`src/rtl/sdr_ref_pkg.sv`:
```
`timescale 1ns/1ps
package sdr_ref_pkg;

  typedef enum logic [3:0] {
    ST_IDLE,
    ST_TRAS,
    ST_PREA,
    ST_RP,
    ST_AREF,
    ST_RFC,
    ST_SRE,
    ST_SRH,
    ST_SRX,
    ST_DONE
  } seq_state_t;

  // {cs_n, ras_n, cas_n, we_n}
  typedef struct packed {
    logic cs_n;
    logic ras_n;
    logic cas_n;
    logic we_n;
  } sdr_cmd_t;

  localparam sdr_cmd_t CMD_NOP   = '{cs_n: 1'b0, ras_n: 1'b1, cas_n: 1'b1, we_n: 1'b1};
  localparam sdr_cmd_t CMD_PRE   = '{cs_n: 1'b0, ras_n: 1'b0, cas_n: 1'b1, we_n: 1'b0};
  localparam sdr_cmd_t CMD_REF   = '{cs_n: 1'b0, ras_n: 1'b0, cas_n: 1'b0, we_n: 1'b1};
  localparam sdr_cmd_t CMD_DESEL = '{cs_n: 1'b1, ras_n: 1'b1, cas_n: 1'b1, we_n: 1'b1};

  function automatic int ceil_div(input int num, input int den);
    return (num + den - 1) / den;
  endfunction

endpackage

```
`src/rtl/ref_interval_timer.sv`:
```
`timescale 1ns/1ps
module ref_interval_timer #(
  parameter int REF_CYC  = 3120,
  parameter int DEBT_MAX = 8
) (
  input  logic clk,
  input  logic rst_n,
  input  logic clr,
  input  logic take,
  output logic debt_nz,
  output logic debt_full
);

  localparam int CNT_W  = (REF_CYC > 2) ? $clog2(REF_CYC) : 1;
  localparam int DEBT_W = $clog2(DEBT_MAX + 1);
  localparam logic [CNT_W-1:0]  CNT_LAST = CNT_W'(REF_CYC - 1);
  localparam logic [DEBT_W-1:0] DEBT_TOP = DEBT_W'(DEBT_MAX);

  logic [CNT_W-1:0]  cnt;
  logic [DEBT_W-1:0] debt;
  logic              tick;

  assign tick = (cnt == CNT_LAST);

  always_ff @(posedge clk or negedge rst_n) begin
    if (!rst_n) begin
      cnt  <= '0;
      debt <= '0;
    end else if (clr) begin
      cnt  <= '0;
      debt <= '0;
    end else begin
      cnt <= tick ? '0 : cnt + 1'b1;
      unique case ({tick, take})
        2'b10:   if (debt != DEBT_TOP) debt <= debt + 1'b1;
        2'b01:   if (debt != '0)       debt <= debt - 1'b1;
        default: debt <= debt;
      endcase
    end
  end

  assign debt_nz   = (debt != '0);
  assign debt_full = (debt == DEBT_TOP);

endmodule

```
`src/rtl/seq_wait_counter.sv`:
```
`timescale 1ns/1ps
module seq_wait_counter #(
  parameter int MAXV = 16
) (
  input  logic                        clk,
  input  logic                        rst_n,
  input  logic                        load,
  input  logic [$clog2(MAXV+1)-1:0]   load_val,
  output logic                        zero
);

  localparam int W = $clog2(MAXV + 1);

  logic [W-1:0] cnt;

  always_ff @(posedge clk or negedge rst_n) begin
    if (!rst_n)            cnt <= '0;
    else if (load)         cnt <= load_val;
    else if (cnt != '0)    cnt <= cnt - 1'b1;
  end

  assign zero = (cnt == '0);

endmodule

```
`src/rtl/bank_tras_gate.sv`:
```
`timescale 1ns/1ps
module bank_tras_gate #(
  parameter int NBANK    = 4,
  parameter int AGE_W    = 8,
  parameter int TRAS_CYC = 9
) (
  input  logic [NBANK-1:0]       bank_open,
  input  logic [NBANK*AGE_W-1:0] bank_age,
  output logic                   any_open,
  output logic                   all_ready
);

  localparam logic [AGE_W-1:0] AGE_MIN = AGE_W'(TRAS_CYC);

  logic [NBANK-1:0] ok;

  for (genvar i = 0; i < NBANK; i++) begin : g_bank
    assign ok[i] = !bank_open[i] || (bank_age[i*AGE_W +: AGE_W] >= AGE_MIN);
  end

  assign any_open  = |bank_open;
  assign all_ready = &ok;

endmodule

```
`src/rtl/sdram_refresh_seq.sv`:
```
`timescale 1ns/1ps
module sdram_refresh_seq
  import sdr_ref_pkg::*;
#(
  parameter int NBANK           = 4,
  parameter int AGE_W           = 8,
  parameter int CLK_MHZ         = 200,
  parameter int REF_INTERVAL_NS = 15600,
  parameter int DEBT_MAX        = 8,
  parameter int TRAS_CYC        = 9,
  parameter int TRP_CYC         = 4,
  parameter int TRFC_NS         = 66
) (
  input  logic                   clk,
  input  logic                   rst_n,
  output logic                   ref_req,
  input  logic                   ref_gnt,
  output logic                   ref_done,
  output logic                   ref_urgent,
  input  logic [NBANK-1:0]       bank_open,
  input  logic [NBANK*AGE_W-1:0] bank_age,
  input  logic                   lp_req,
  output logic                   lp_ack,
  output logic                   sd_cs_n,
  output logic                   sd_ras_n,
  output logic                   sd_cas_n,
  output logic                   sd_we_n,
  output logic                   sd_cke,
  output logic                   sd_a10
);

  localparam int REF_CYC  = (CLK_MHZ * REF_INTERVAL_NS) / 1000;
  localparam int TRFC_CYC = ceil_div(TRFC_NS * CLK_MHZ, 1000);
  localparam int WMAX     = (TRFC_CYC > TRP_CYC) ? TRFC_CYC : TRP_CYC;
  localparam int WW       = $clog2(WMAX + 1);
  localparam logic [WW-1:0] LD_RP  = WW'((TRP_CYC  >= 2) ? TRP_CYC  - 2 : 0);
  localparam logic [WW-1:0] LD_RFC = WW'((TRFC_CYC >= 2) ? TRFC_CYC - 2 : 0);
  localparam logic [WW-1:0] LD_SRX = WW'((TRFC_CYC >= 1) ? TRFC_CYC - 1 : 0);

  seq_state_t st, st_n;
  logic       goal_sr, goal_n;
  logic       debt_nz, debt_full;
  logic       any_open, all_ready;
  logic       wait_zero, wait_load;
  logic [WW-1:0] wait_val;
  logic       in_sr;
  sdr_cmd_t   cmd;

  assign in_sr = (st == ST_SRE) || (st == ST_SRH) || (st == ST_SRX);

  ref_interval_timer #(
    .REF_CYC (REF_CYC),
    .DEBT_MAX(DEBT_MAX)
  ) u_timer (
    .clk      (clk),
    .rst_n    (rst_n),
    .clr      (in_sr),
    .take     (st == ST_AREF),
    .debt_nz  (debt_nz),
    .debt_full(debt_full)
  );

  bank_tras_gate #(
    .NBANK   (NBANK),
    .AGE_W   (AGE_W),
    .TRAS_CYC(TRAS_CYC)
  ) u_gate (
    .bank_open(bank_open),
    .bank_age (bank_age),
    .any_open (any_open),
    .all_ready(all_ready)
  );

  // Wait counter is loaded on the edge that leaves a command state.
  always_comb begin
    wait_load = 1'b0;
    wait_val  = '0;
    unique case (st)
      ST_PREA: begin wait_load = 1'b1; wait_val = LD_RP;  end
      ST_AREF: begin wait_load = 1'b1; wait_val = LD_RFC; end
      ST_SRH:  begin wait_load = !lp_req; wait_val = LD_SRX; end
      default: begin wait_load = 1'b0; wait_val = '0; end
    endcase
  end

  seq_wait_counter #(
    .MAXV(WMAX)
  ) u_wait (
    .clk     (clk),
    .rst_n   (rst_n),
    .load    (wait_load),
    .load_val(wait_val),
    .zero    (wait_zero)
  );

  assign ref_req = (st == ST_IDLE) && (debt_nz || lp_req);

  always_comb begin
    st_n   = st;
    goal_n = goal_sr;
    unique case (st)
      ST_IDLE: begin
        if (ref_req && ref_gnt) begin
          goal_n = lp_req;
          if (!any_open)      st_n = lp_req ? ST_SRE : ST_AREF;
          else if (all_ready) st_n = ST_PREA;
          else                st_n = ST_TRAS;
        end
      end
      ST_TRAS: begin
        if (!any_open)      st_n = goal_sr ? ST_SRE : ST_AREF;
        else if (all_ready) st_n = ST_PREA;
      end
      ST_PREA: st_n = ST_RP;
      ST_RP:   if (wait_zero) st_n = goal_sr ? ST_SRE : ST_AREF;
      ST_AREF: st_n = ST_RFC;
      ST_RFC:  if (wait_zero) st_n = ST_DONE;
      ST_SRE:  st_n = ST_SRH;
      ST_SRH:  if (!lp_req) st_n = ST_SRX;
      ST_SRX:  if (wait_zero) st_n = ST_DONE;
      ST_DONE: st_n = ST_IDLE;
      default: st_n = ST_IDLE;
    endcase
  end

  always_ff @(posedge clk or negedge rst_n) begin
    if (!rst_n) begin
      st      <= ST_IDLE;
      goal_sr <= 1'b0;
    end else begin
      st      <= st_n;
      goal_sr <= goal_n;
    end
  end

  // Pin decode straight from the state register.
  always_comb begin
    unique case (st)
      ST_PREA: cmd = CMD_PRE;
      ST_AREF: cmd = CMD_REF;
      ST_SRE:  cmd = CMD_REF;
      ST_SRH:  cmd = CMD_DESEL;
      default: cmd = CMD_NOP;
    endcase
  end

  assign sd_cs_n    = cmd.cs_n;
  assign sd_ras_n   = cmd.ras_n;
  assign sd_cas_n   = cmd.cas_n;
  assign sd_we_n    = cmd.we_n;
  assign sd_a10     = (st == ST_PREA);
  assign sd_cke     = !((st == ST_SRE) || (st == ST_SRH));
  assign lp_ack     = in_sr;
  assign ref_done   = (st == ST_DONE);
  assign ref_urgent = debt_full;

endmodule

```
`config.mk`:
```
export PLATFORM = sky130hd
export DESIGN_NAME = sdram_refresh_seq
export DESIGN_NICKNAME = d
export VERILOG_FILES = /design/src/rtl/sdr_ref_pkg.sv /design/src/rtl/ref_interval_timer.sv /design/src/rtl/seq_wait_counter.sv /design/src/rtl/bank_tras_gate.sv /design/src/rtl/sdram_refresh_seq.sv
export SDC_FILE = /design/constraint.sdc
export NUM_CORES = 1
export LEC_CHECK = 0
export BUFFER_PORTS_ARGS = -buffer_cell sky130_fd_sc_hd__buf_4
export CAP_MARGIN = 20
export CORE_MARGIN = 4
export CORE_UTILIZATION = 55
export CTS_CLUSTER_DIAMETER = 150
export CTS_CLUSTER_SIZE = 14
export DETAILED_ROUTE_END_ITERATION = 12
export PLACE_DENSITY = 0.87
export SETUP_SLACK_MARGIN = 0.2
export SYNTH_ARGS = -nofsm -noshare
export SYNTH_HDL_FRONTEND = slang
export SYNTH_SLANG_ARGS = --single-unit
```
`constraint.sdc`:
```
create_clock -name clk -period 4.5 [get_ports clk]
set_clock_uncertainty 0.05 [all_clocks]
set_input_delay 0.45 -clock clk [delete_from_list [all_inputs] [get_ports clk]]
set_output_delay 0.45 -clock clk [all_outputs]
set_load 0.03 [all_outputs]
```
# After elaboration in Yosys (flattened, before gate mapping)
# Cells that the tools add are included.
# Widths: inputs -> output; s select.
[classes]
add_sub_neg = 4
order_cmp = 4
n_eq_ne = 21
muxes = 22
n_reduce_logical = 29
[ops]
columns = ["cell", "n"]
rows = [
  ["$mux 4", 11],
  ["$ge 8x4->1 const B", 4],
  ["$pmux 4 s8", 1],
  ["$mux 12", 2],
  ["$pmux 4 s3", 2],
  ["$eq 4x3->1 const B", 4],
  ["$add 12x1->12 const B", 1],
  ["$eq 12x12->1 const B", 1],
  ["$eq 4x4->1 const B", 3],
  ["$eq 4x2->1 const B", 2],
  ["$logic_not 4->1", 2],
  ["$pmux 4 s2", 1],
  ["$reduce_bool 4->1", 2],
  ["$sub 4x1->4 const B", 2],
  ["$logic_or 1x1->1", 7],
  ["$logic_not 1->1", 6],
  ["$mux 2", 3],
  ["$ne 2x1->1 const B", 3],
  ["$ne 3x3->1 const B", 2],
  ["$reduce_or 2->1", 3],
  ["$reduce_and 5->1", 1],
  ["$add 4x1->4 const B", 1],
  ["$eq 4x1->1 const B", 1],
  ["$ne 4x4->1 const B", 1],
  ["other kinds (13)", 14],
]
[word_totals]
register_bits = 25
in_bits = 40
output_inout_bits = 10
word_cells = 85

# Depth between registers and ports, before layout
# Gate-level depths: netlist of the first run.
[logic_depth]
ltp_word = 7
mapped_depth = 10
depth_no_buf = 9

# By module
# Synthesis of the first run repeated with hierarchy kept, for this count alone.
[hier_totals]
cells_unflattened = 197
hier_area_um2 = 1820.5
[modules_own_cells]
columns = ["mod", "n_inst", "cells_per_inst", "area_each_um2", "seq_area_each_um2"]
rows = [
  ["ref_interval_timer", 1, 101, 996.0, 400.4],
  ["sdram_refresh_seq", 1, 60, 493.0, 125.1],
  ["seq_wait_counter", 1, 22, 234.0, 100.1],
  ["bank_tras_gate", 1, 14, 97.6, 0.0],
]

# Worst setup path after synthesis of the first run
# OpenSTA, ideal clock, no wires.
[synth_timing]
path_type = "register -> register"
startpoint = "register st[0]"
endpoint = "register u_timer.debt[3]"
setup_ps = 144
arrival_ps = 2345
required_time_ps = 4306
setup_slack_ps = 1962
path_stages_with_launch = 10
n_path_buf = 1
period_less_slack_ps = 2538
path_cell_list = "dfrtp_1 > buf_6 > or4b_4 > a31oi_2 > ha_1 > a21o_1 > a21oi_1 > nor2_1 > a311oi_1 > a211oi_1"
[synth_between]
elab_chain_cells = 5
elab_cells_between_ends = 14
cone_classes = "8 x eq/ne; 2 x mux; 4 x reduce/logical"
[synth_lines]
columns = ["element", "line", "rtl"]
rows = [
  ["from (decl)", "sdram_refresh_seq.sv:40", "seq_state_t st, st_n;"],
  ["from (signal assigned)", "sdram_refresh_seq.sv:131", "st <= st_n;"],
  ["$eq 4x3->1", "sdram_refresh_seq.sv:49", "assign in_sr = (st == ST_SRE) || (st == ST_SRH) || (st == ST_SRX);"],
  ["$logic_or 1x1->1 (2 in a row)", "sdram_refresh_seq.sv:49", ""],
  ["$ne 3x2->1 (no source line) (tied with other cells)", "--", ""],
  ["$reduce_and 3->1 (no source line)", "--", ""],
  ["to (signal assigned)", "ref_interval_timer.sv:35", "2'b10: if (debt != DEBT_TOP) debt <= debt + 1'b1;"],
  ["to (signal assigned)", "ref_interval_timer.sv:36", "2'b01: if (debt != '0) debt <= debt - 1'b1;"],
  ["to (signal assigned)", "ref_interval_timer.sv:37", "default: debt <= debt;"],
  ["to (decl)", "ref_interval_timer.sv:20", "logic [DEBT_W-1:0] debt;"],
]
# Parallel ways exist; a longest one is shown, timed or not.
# A chain may end at the register's enable or synchronous reset.

# Worst setup path in the final report of the first run
[layout_timing]
startpoint = "register st[2]"
endpoint = "register u_timer.debt[3]"
# The elaborated chain is that of the path after synthesis.

==> results of run 1 <==
## flip-flops by register name, indices dropped and copies added, names as in the netlist
register	flops
u_timer.cnt	12
u_wait.cnt	4
goal_sr	1
st	4
u_timer.debt	4
## worst max path at each step
| stage | from | to | slack [ns] | cells past startpoint |
|---|---|---|---|---|
| floorplan | st[0]$_DFFE_PN0P_ | u_timer.debt[3]$_DFFE_PN0P_ | 1.96 | 9 |
| global placement | st[1]$_DFFE_PN0P_ | u_timer.debt[3]$_DFFE_PN0P_ | 1.88 | 8 |
| detailed placement | st[2]$_DFFE_PN0P_ | u_timer.debt[3]$_DFFE_PN0P_ | 1.70 | 8 |
| CTS | st[2]$_DFFE_PN0P_ | u_timer.debt[3]$_DFFE_PN0P_ | 1.68 | 8 |
| global route | st[2]$_DFFE_PN0P_ | u_timer.debt[3]$_DFFE_PN0P_ | 1.44 | 8 |
| finish | st[2]$_DFFE_PN0P_ | u_timer.debt[3]$_DFFE_PN0P_ | 1.65 | 8 |
## final cells by class
| cell class | instances | share of cell area (%) |
|---|---|---|
| Multi-Input combinational cell | 140 | 46.0 |
| Sequential cell | 25 | 30.7 |
| Timing Repair Buffer | 50 | 18.6 |
| Tap cell | 31 | 1.91 |
| Inverter | 8 | 1.48 |
| Clock buffer | 3 | 1.11 |
| Clock inverter | 1 | 0.246 |
## critical path, cell delays in order (launching register included)
cell,delay (ns)
dfrtp_1,0.60
or4b_4,0.56
a31oi_2,0.32
ha_1,0.31
a21o_1,0.16
a21oi_1,0.26
nor2_1,0.09
a311oi_1,0.30
a211oi_1,0.10
## Yosys cell counts (2+ instances only)
library cell,count,area [µm²]
nor2_1,21,78.8
a211oi_1,2,15.0
mux2_1,2,22.5
and4_1,2,17.5
o31ai_1,5,37.5
nand4_1,4,25.0
dfrtp_1,25,626
nand2_1,18,67.6
a21oi_1,7,35.0
mux2i_1,2,20.0
nor3_1,5,25.0
ha_1,4,50.1
or4_4,2,22.5
xor2_1,7,61.3
o21ai_0,7,35.0
clkbuf_1,4,15.0
inv_1,8,30.0
or3_1,2,12.5
and3_1,4,25.0
nor4_1,6,37.5
a21o_1,3,22.5
nor2b_1,3,18.8
nand3_1,6,30.0
xnor2_1,7,61.3
and2_1,2,12.5
nor3b_1,2,15.0
## power breakdown
part	internal, W	switching (W)
Sequential	0.000304	0.000110
Combinational	0.000323	0.000399
Clock	0.0000333	0.0000694
Total	0.000660	0.000579
## kinds of logic after synthesis
group	after synthesis	share of synthesized area, %
buf+inv	14	3.78
fa+ha+maj	5	4.32
xor+xnor	14	7.56
simple gates	82	27.1
compound gates	35	16.1
flops	25	38.6
mux	4	2.62
## metrics by stage
stage / hold slack (ns) / worst slack, ns / utilization, % / instance area (µm²) / cells
2_1_floorplan: 0.104 / 1.96 / - / 1620 / 179
3_3_place_gp: 0.315 / 1.88 / 71.8 / 2000 / 253
3_5_place_dp: 0.321 / 1.70 / 71.8 / 2000 / 253
4_1_cts: 0.349 / 1.68 / 73.2 / 2040 / 258
5_1_grt: 0.380 / 1.44 / 73.2 / 2040 / 258
6_report: 0.349 / 1.65 / 73.2 / 2040 / 258
## layout by cell type, fill, tap and decap left out, drive strengths merged, types with 2 or more instances in the layout
| cell | netlist | final |
|---|---|---|
| a211oi | 2 | 2 |
| a21o | 3 | 3 |
| a21oi | 7 | 7 |
| and2 | 2 | 2 |
| and3 | 4 | 4 |
| and4 | 2 | 2 |
| buf | 2 | 49 |
| clkbuf | 4 | 3 |
| dfrtp | 25 | 25 |
| ha | 4 | 4 |
| inv | 8 | 8 |
| mux2 | 2 | 2 |
| mux2i | 2 | 2 |
| nand2 | 18 | 18 |
| nand3 | 6 | 6 |
| nand4 | 4 | 4 |
| nor2 | 21 | 21 |
| nor2b | 3 | 3 |
| nor3 | 6 | 6 |
| nor3b | 2 | 2 |
| nor4 | 6 | 6 |
| o21ai | 7 | 7 |
| o31ai | 5 | 5 |
| or3 | 2 | 2 |
| or4 | 2 | 2 |
| xnor2 | 7 | 7 |
| xor2 | 7 | 7 |
## metal layers
metal	global-route usage [%]	routed length [µm]	share of wire, %
met1	25.3	1640	42
met5	0	0	0
met2	38.5	2080	53
met4	4.51	34	0.87
met3	3.96	148	3.8
==> impl_metrics.ini, run 1 <==
[outcome]
run_status = complete, no violations

[clock_network]
cts_buffers = 3
root_buffer = clkbuf_4
cts_max_path_buffers = 2
cts.repair.resized = 0
cts_hold_buf = 1
cts_tree = done
post_cts_buffers = 0
clk_latency_ns = 0.32
cts.clk_slew.worst_paths_ns = 0.14
clock-sinks = 25
h-tree-depth = 1

[global_routing]
antenna_found_initial = 0
grt_pass1_vias = 1568
grt_max_degree = 26
grt_use_total_pct = 21.0
grt_pass1_wl_mm = 6.84
grt_overflow = 0

[logic_synthesis]
synthesis.area_mm2 = 0.00162
netlist-cell-type-count = 45
ys_ff_latch = 25
synth-warning-count = 0
async_flop_share_pct = 100
synthFlopType = dfrtp_1
avgSynthCellArea_um2 = 9.07
syn-instance-count = 179
ys_seq_area_share_pct = 38.6
synth_edf_count = 0
synthesis.nets = 224

[sta]
report.final.slew_viol_count = 0
fin_setup_tns_ns = 0
setup_viol_count_final = 0
slew_headroom_pct = 52.7
hold_violations = 0
finalCriticalPeriod_ns = 2.85
tightest_slew_ns = 0.708
rsz0062_at_grt = no
max_freq_mhz = 351
finalCritPeriodShare_pct = 63.3

[layout]
drive_above_1_share_pct = 26.9
fill_cells = 209
area_growth_pct = 25.4
layout.nets = 273
diodes = 0
multi_input_area_um2 = 936
regArea_um2 = 626

[worst_setup_path]
cp.required_ns = 4.66
crit_path_start_kind = register
critPathMaxFanout = 13
reg2reg_from = st[2]$_DFFE_PN0P_
crit_type = register to register
r2r_cells = 8
timing.rr.end = u_timer.debt[3]$_DFFE_PN0P_
reg2reg_slack_ns = 1.65
end_kind = register
arrival_ns = 3.01

[worst_hold_path]
hold_start = ref_gnt
hold_path_end = goal_sr$_DFFE_PN0P_
holdCritPathClass = primary input to register
min_path_cells = 3

[power]
peakVddDrop_v = 0.000551
power_leakage_nw = 0.972
powerDensity_mw_per_mm2 = 609
totalPowerFinal_w = 0.00124

[detailed_routing]
postRouteWirelength_mm = 3.90
viasPerCell = 5.74
firstDrtPassIters = 4
avgRoutedWirePerCell_um = 15.1
antenna_left = 0
drc = 0
vias = 1481
drt_iter0_markers = 75

[place]
portBuffers = 49
gp_congestion = 0.908
dp_hpwl_mm = 3.16

[floorplan]
initial_core_util_pct = 58.3
die_area_mm2 = 0.00388
die_y_um = 62.3
core_mm2 = 0.00278
rows = 19
io_pins = 50
fp.dieW_um = 62.3

[job]
max_cap_viol_count = 0
No activity file was read; power rests on OpenSTA's default activity.
==> run 2, diff against run 1 <==
--- a/config.mk
+++ b/config.mk
@@ -8,11 +8,11 @@
 export BUFFER_PORTS_ARGS = -buffer_cell sky130_fd_sc_hd__buf_4
 export CAP_MARGIN = 20
 export CORE_MARGIN = 4
-export CORE_UTILIZATION = 55
+export CORE_UTILIZATION = 51
 export CTS_CLUSTER_DIAMETER = 150
 export CTS_CLUSTER_SIZE = 14
 export DETAILED_ROUTE_END_ITERATION = 12
-export PLACE_DENSITY = 0.87
+export PLACE_DENSITY = 0.82
 export SETUP_SLACK_MARGIN = 0.2
 export SYNTH_ARGS = -nofsm -noshare
 export SYNTH_HDL_FRONTEND = slang
==> constraint.sdc (replaced) <==
create_clock -name clk -period 2.9 [get_ports clk]
set_clock_uncertainty 0.05 [all_clocks]
set_input_delay 0.29 -clock clk [delete_from_list [all_inputs] [get_ports clk]]
set_output_delay 0.29 -clock clk [all_outputs]
set_load 0.03 [all_outputs]
==> run 2 against run 1 <==
Fmax up 16%. Utilization decreased by 4.3 points. Count of clock-buffer cells in the layout did not move. Via count is 0.14% lower. Power is 58% higher. Sequential power rose by 40%. Critical path depth unchanged.
==> impl_metrics.ini, run 2 (synthesis gave the netlist of run 1 again) <==
[outcome]
run_status = complete, no violations

[global_routing]
grt_max_degree = 26
antenna_found_initial = 0
grt_pass1_vias = 1451
grt_overflow = 0
grt_use_total_pct = 19.3
grt_pass1_wl_mm = 6.49

[clock_network]
h-tree-depth = 1
cts_tree = done
root_buffer = clkbuf_4
cts_max_path_buffers = 2
cts_buffers = 3
clk_latency_ns = 0.33
cts.clk_slew.worst_paths_ns = 0.14
clock-sinks = 25

[layout]
largest_reg_flops = 12
largest-register = u_timer.cnt
area_growth_pct = 29.5
layout.nets = 278
final_util_pct = 68.9
fill_cells = 271
drive_above_1_share_pct = 28.9
final_common_cell = buf_4
fin_area_mm2 = 0.00210
diodes = 0
final_cell_mix = buf_4, dfrtp_1, nor2_1

[worst_hold_path]
hold_start = ref_gnt
holdCritPathClass = primary input to register

[sta]
max_freq_mhz = 407
slew_headroom_pct = 60.5
hold_violations = 0
fin_setup_tns_ns = 0
setup_viol_count_final = 0
tightest_slew_ns = 0.588
finalCritPeriodShare_pct = 84.7
report.final.slew_viol_count = 0
finalCriticalPeriod_ns = 2.46
rsz0062_at_grt = no

[worst_setup_path]
critPathMaxFanout = 6
reg2reg_from = st[0]$_DFFE_PN0P_
end_kind = register
cp.required_ns = 3.07
arrival_ns = 2.63
reg2reg_slack_ns = 0.44
crit_path_start_kind = register
crit_type = register to register
startpoint = st[0]$_DFFE_PN0P_

[detailed_routing]
viasPerCell = 5.36
drt_iter0_markers = 103
postRouteWirelength_mm = 3.86
firstDrtPassIters = 4
drc = 0
avgRoutedWirePerCell_um = 14.0
antenna_left = 0
vias = 1479

[floorplan]
die_y_um = 64.4
rows = 20
die_area_mm2 = 0.00415
core_mm2 = 0.00305
initial_core_util_pct = 53.2
fp.dieW_um = 64.4
io_pins = 50

[place]
placed_area_mm2 = 0.00205
portBuffers = 49
dp_hpwl_mm = 2.95
gp_congestion = 0.829

[power]
powerDensity_mw_per_mm2 = 933
peakVddDrop_v = 0.000474
power_leakage_nw = 0.998

[job]
max_cap_viol_count = 0
[run 2: changes by cell type in the layout (fill, tap and decap cells not counted)]
cell     before  now
a21oi_1       7    6
a21oi_2       0    1
a31oi_2       1    0
a31oi_4       0    1
buf_4        49   54
[run 2: report_power, final]
group / total, W / leakage [nW] / internal (W) / switching, W
clock network: 0.000161 / 0.0177 / 0.0000519 / 0.000110
logic: 0.00122 / 0.659 / 0.000543 / 0.000679
registers: 0.000579 / 0.321 / 0.000473 / 0.000106
[run 2: timing repair]
action                                  in CTS  in global routing
hold buffers                                 1                  0
resized for setup                            0                  2
endpoints found under the setup margin       0                  1
endpoints found under the hold margin       25                  0
buffers inserted                             0                  0
[run 2: final timing paths]
check                                                    to  cells past startpoint
worst max register to register  u_timer.debt[3]$_DFFE_PN0P_                      8
worst min-delay path                    goal_sr$_DFFE_PN0P_                      3
worst max-delay path            u_timer.debt[3]$_DFFE_PN0P_                      8
worst min register to register     u_timer.cnt[0]$_DFF_PN0_                      1
min in group asynchronous               goal_sr$_DFFE_PN0P_                      2
max in group asynchronous         u_timer.cnt[11]$_DFF_PN0_                      2
[run 2: final cells by class]
cell class,instances,area [µm²],area share [%]
clock buffers,3,22.5,1.07
clock inverters,1,5.00,0.238
inverters,8,30.0,1.43
multi-input cells,140,948,45.1
flip-flops and latches,25,626,29.8
well taps,44,55.1,2.62
repair buffers,55,415,19.8
[run 2: worst max-delay path: stages, from the launching register on]
cell	delay [ns]
dfrtp_1	0.41
or4b_4	0.59
a31oi_4	0.24
ha_1	0.27
a21o_1	0.16
a21oi_2	0.20
nor2_1	0.07
a311oi_1	0.26
a211oi_1	0.08
[run 2: routing by layer]
metal | part of all wire (%) | GRT usage, %
met5 | 0 | 0
met2 | 53 | 35.8
met4 | 0.47 | 2.37
met1 | 43 | 23.8
met3 | 4.1 | 3.81
[run 2: stage by stage]
stage | power [W] | instances | setup slack (ns) | hold WS [ns]
6_report | 0.00196 | 276 | 0.444 | 0.178
5_1_grt | 0.00214 | 276 | 0.251 | 0.207
4_1_cts | 0.00196 | 276 | 0.295 | 0.184
3_5_place_dp | 0.00179 | 271 | 0.310 | 0.161
3_3_place_gp | 0.00177 | 271 | 0.394 | 0.158
2_1_floorplan | 0.00147 | 179 | 0.362 | -0.0556
==> run 3, diff against run 2 <==
--- a/config.mk
+++ b/config.mk
@@ -5,14 +5,15 @@
 export SDC_FILE = /design/constraint.sdc
 export NUM_CORES = 1
 export LEC_CHECK = 0
+export ABC_AREA = 1
 export BUFFER_PORTS_ARGS = -buffer_cell sky130_fd_sc_hd__buf_4
 export CAP_MARGIN = 20
 export CORE_MARGIN = 4
-export CORE_UTILIZATION = 51
+export CORE_UTILIZATION = 52
 export CTS_CLUSTER_DIAMETER = 150
 export CTS_CLUSTER_SIZE = 14
 export DETAILED_ROUTE_END_ITERATION = 12
-export PLACE_DENSITY = 0.82
+export PLACE_DENSITY = 0.81
 export SETUP_SLACK_MARGIN = 0.2
 export SYNTH_ARGS = -nofsm -noshare
 export SYNTH_HDL_FRONTEND = slang
==> constraint.sdc (replaced) <==
create_clock -name clk -period 2.3 [get_ports clk]
set_clock_uncertainty 0.05 [all_clocks]
set_input_delay 0.23 -clock clk [delete_from_list [all_inputs] [get_ports clk]]
set_output_delay 0.23 -clock clk [all_outputs]
set_load 0.03 [all_outputs]
==> run 3 against run 2 <==
Wire length up 15%. Largest power group unchanged. Fmax up 21%. Highest routed layer unchanged. Largest cell class unchanged. Utilization up 2.5 points.
==> impl_metrics.ini, run 3 <==
[worst_hold_path]
holdCritPathClass = primary input to register
hold_start = ref_gnt
min_path_cells = 3
hold_path_end = goal_sr$_DFFE_PN0P_

[power]
combPwrFrac_pct = 64.6
power_leakage_nw = 1.27
power.switching_w = 0.00141
powerDensity_mw_per_mm2 = 1180
peakVddDrop_v = 0.000819
clkPwrFrac_pct = 7.4
pwr-share-seq_pct = 28.0
p_sw_share_pct = 50.1
p_int_w = 0.00140

[logic_synthesis]
netlist-cell-type-count = 30
ys_ff_latch = 25
yosysTopAreaCellShare_pct = 34.6
synth_top_family_by_area = simple AND/OR/NAND/NOR gates
synthFlopType = dfrtp_1
synthesis.area_mm2 = 0.00181
synth-xor-area-share_pct = 2.42
synth_most_common_cell = nand2_1
async_flop_share_pct = 100
synth.largest_area_cell = dfrtp_1
synth_area_leaders = dfrtp_1, nand2_1, nor2_1
synth_compound_area_share_pct = 7.19
synthTopCellsByCount = nand2_1, nor2_1, inv_1
ys_seq_area_share_pct = 34.6
synthesis.nets = 314
synth.mux.area_fraction_pct = 0
syn-instance-count = 269
synth_edf_count = 0
avgSynthCellArea_um2 = 6.73
synth-warning-count = 0
synth-simple-area-share_pct = 43.1
synth_adder_area_share_pct = 3.87

[detailed_routing]
drc = 0
met3_length_um = 150
viasPerCell = 4.77
antenna_left = 0
firstDrtPassIters = 4
vias = 1797
wl_met2_mm = 2.19
postRouteWirelength_mm = 4.46
drt_iter0_markers = 115
drt-met1-wl_mm = 2.09
avgRoutedWirePerCell_um = 11.8
maxUsedRoutingLayer = met4

[global_routing]
grt_use_total_pct = 21.0
grt_max_degree = 26
grt_pass1_wl_mm = 7.40
grt_overflow = 0
antenna_found_initial = 0
grt_pass1_vias = 1683

[place]
dp_hpwl_mm = 3.48
portBuffers = 49
gp_congestion = 0.898

[clock_network]
h-tree-depth = 1
root_buffer = clkbuf_4
clk_latency_ns = 0.33
cts_buffers = 3
clock-sinks = 25
cts_tree = done
cts.clk_slew.worst_paths_ns = 0.16
cts_max_path_buffers = 2

[worst_setup_path]
critPathMaxFanout = 4
arrival_ns = 2.23
r2r_cells = 14
reg2reg_from = u_timer.cnt[1]$_DFF_PN0_
cp.required_ns = 2.49
crit_type = register to register
reg2reg_slack_ns = 0.27
crit_path_start_kind = register
end_kind = register
timing.rr.end = u_timer.debt[3]$_DFFE_PN0P_

[floorplan]
die_area_mm2 = 0.00449
fp.dieW_um = 67.0
io_pins = 50
initial_core_util_pct = 54.3
core_mm2 = 0.00334
die_y_um = 67.0
rows = 21

[layout]
largest_reg_flops = 12
diodes = 0
drive_above_1_share_pct = 29.0
final_cell_mix = nand2_1, buf_4, nor2_1
area_growth_pct = 31.4
layout.nets = 377
largest-register = u_timer.cnt
final_common_cell = nand2_1

[sta]
max_freq_mhz = 492
tightest_slew_ns = 0.406
finalCriticalPeriod_ns = 2.03
rsz0062_at_grt = yes
fin_setup_tns_ns = 0
finalCritPeriodShare_pct = 88.4
setup_viol_count_final = 0
report.final.slew_viol_count = 0
slew_headroom_pct = 72.7
hold_violations = 0
timing.hold.ws_ns = 0.197

[job]
max_cap_viol_count = 0

[outcome]
run_status = complete, no violations
==> run 3: cell types whose count changed in the layout (fill, tap and decap cells not counted), moves of 10 or more <==
cell     before  now
nand2_1      18   77
nor2_1       21   40
nand3_1       6   16
inv_1         8   32
==> run 3: worst max path at each step <==
stage | from | to
floorplan | u_timer.cnt[0]$_DFF_PN0_ | u_timer.debt[3]$_DFFE_PN0P_
global placement | u_timer.cnt[0]$_DFF_PN0_ | u_timer.debt[3]$_DFFE_PN0P_
detailed placement | u_timer.cnt[0]$_DFF_PN0_ | u_timer.debt[3]$_DFFE_PN0P_
CTS | u_timer.cnt[0]$_DFF_PN0_ | u_timer.debt[3]$_DFFE_PN0P_
global route | u_timer.cnt[1]$_DFF_PN0_ | u_timer.debt[3]$_DFFE_PN0P_
finish | u_timer.cnt[1]$_DFF_PN0_ | u_timer.debt[3]$_DFFE_PN0P_
==> run 3: critical path: stages (launching register included) <==
cell and delay, ns:
dfrtp_1 0.41, ha_4 0.16, nand3_2 0.08, nor2_1 0.11
nand3_1 0.12, nand2_2 0.13, inv_4 0.06, ha_4 0.25
a21oi_2 0.14, nand2_1 0.06, nand2_1 0.06, nand2_1 0.06
xor2_1 0.14, nand3_1 0.09, nand2_1 0.05
==> run 3: what timing repair did <==
| action | 4_1_cts | 5_1_grt |
|---|---|---|
| endpoints found under the setup margin | 1 | 2 |
| pin swaps | 0 | 9 |
| endpoints found under the hold margin | 25 | 0 |
| cloned | 0 | 0 |
| buffers inserted | 1 | 5 |
| gates resized for setup | 2 | 7 |
| hold buffers | 1 | 0 |
==> run 3: power by group through the flow <==
stage	Sequential (W)	Combinational [W]	Clock (W)
after global placement	0.000772	0.00166	0
after CTS	0.000772	0.00171	0.000220
after global routing	0.000812	0.00205	0.000236
after detailed placement	0.000782	0.00167	0
final	0.000789	0.00182	0.000208
after floorplan	0.000745	0.00127	0
==> run 3: per-layer routing <==
metal	up-vias	track usage, %
met2	34	34.2
met3	2	3.04
met5	-	0
met1	797	29.7
met4	0	3.54
li1	964	-
==> run 3: kinds of logic after synthesis <==
family                   count (synthesis)
AND/OR/NAND/NOR                        169
buffers and inverters                   41
flip-flops                              25
AO/OA/AOI/OAI                           24
XOR/XNOR                                 5
adder cells (fa/ha/maj)                  5
==> run 3: final cells by class <==
class                   instances  area [µm²]
multi-input cells             203        1060
clock inverters                 1        7.51
clock buffers                   3        22.5
fillers                       268         957
inverters                      41         164
flip-flops and latches         25         626
well taps                      46        57.6
repair buffers                 58         438
==> run 3: per-stage QoR <==
step	instances	worst slack, ns	power (W)	utilization (%)	cell area (µm²)
6_report	377	0.266	0.00281	71.3	2380
5_1_grt	377	0.0937	0.00310	71.3	2380
4_1_cts	372	0.231	0.00271	69.4	2310
3_5_place_dp	366	0.0901	0.00245	67.5	2250
3_3_place_gp	366	0.181	0.00243	67.5	2250
2_1_floorplan	269	0.211	0.00202	-	1810
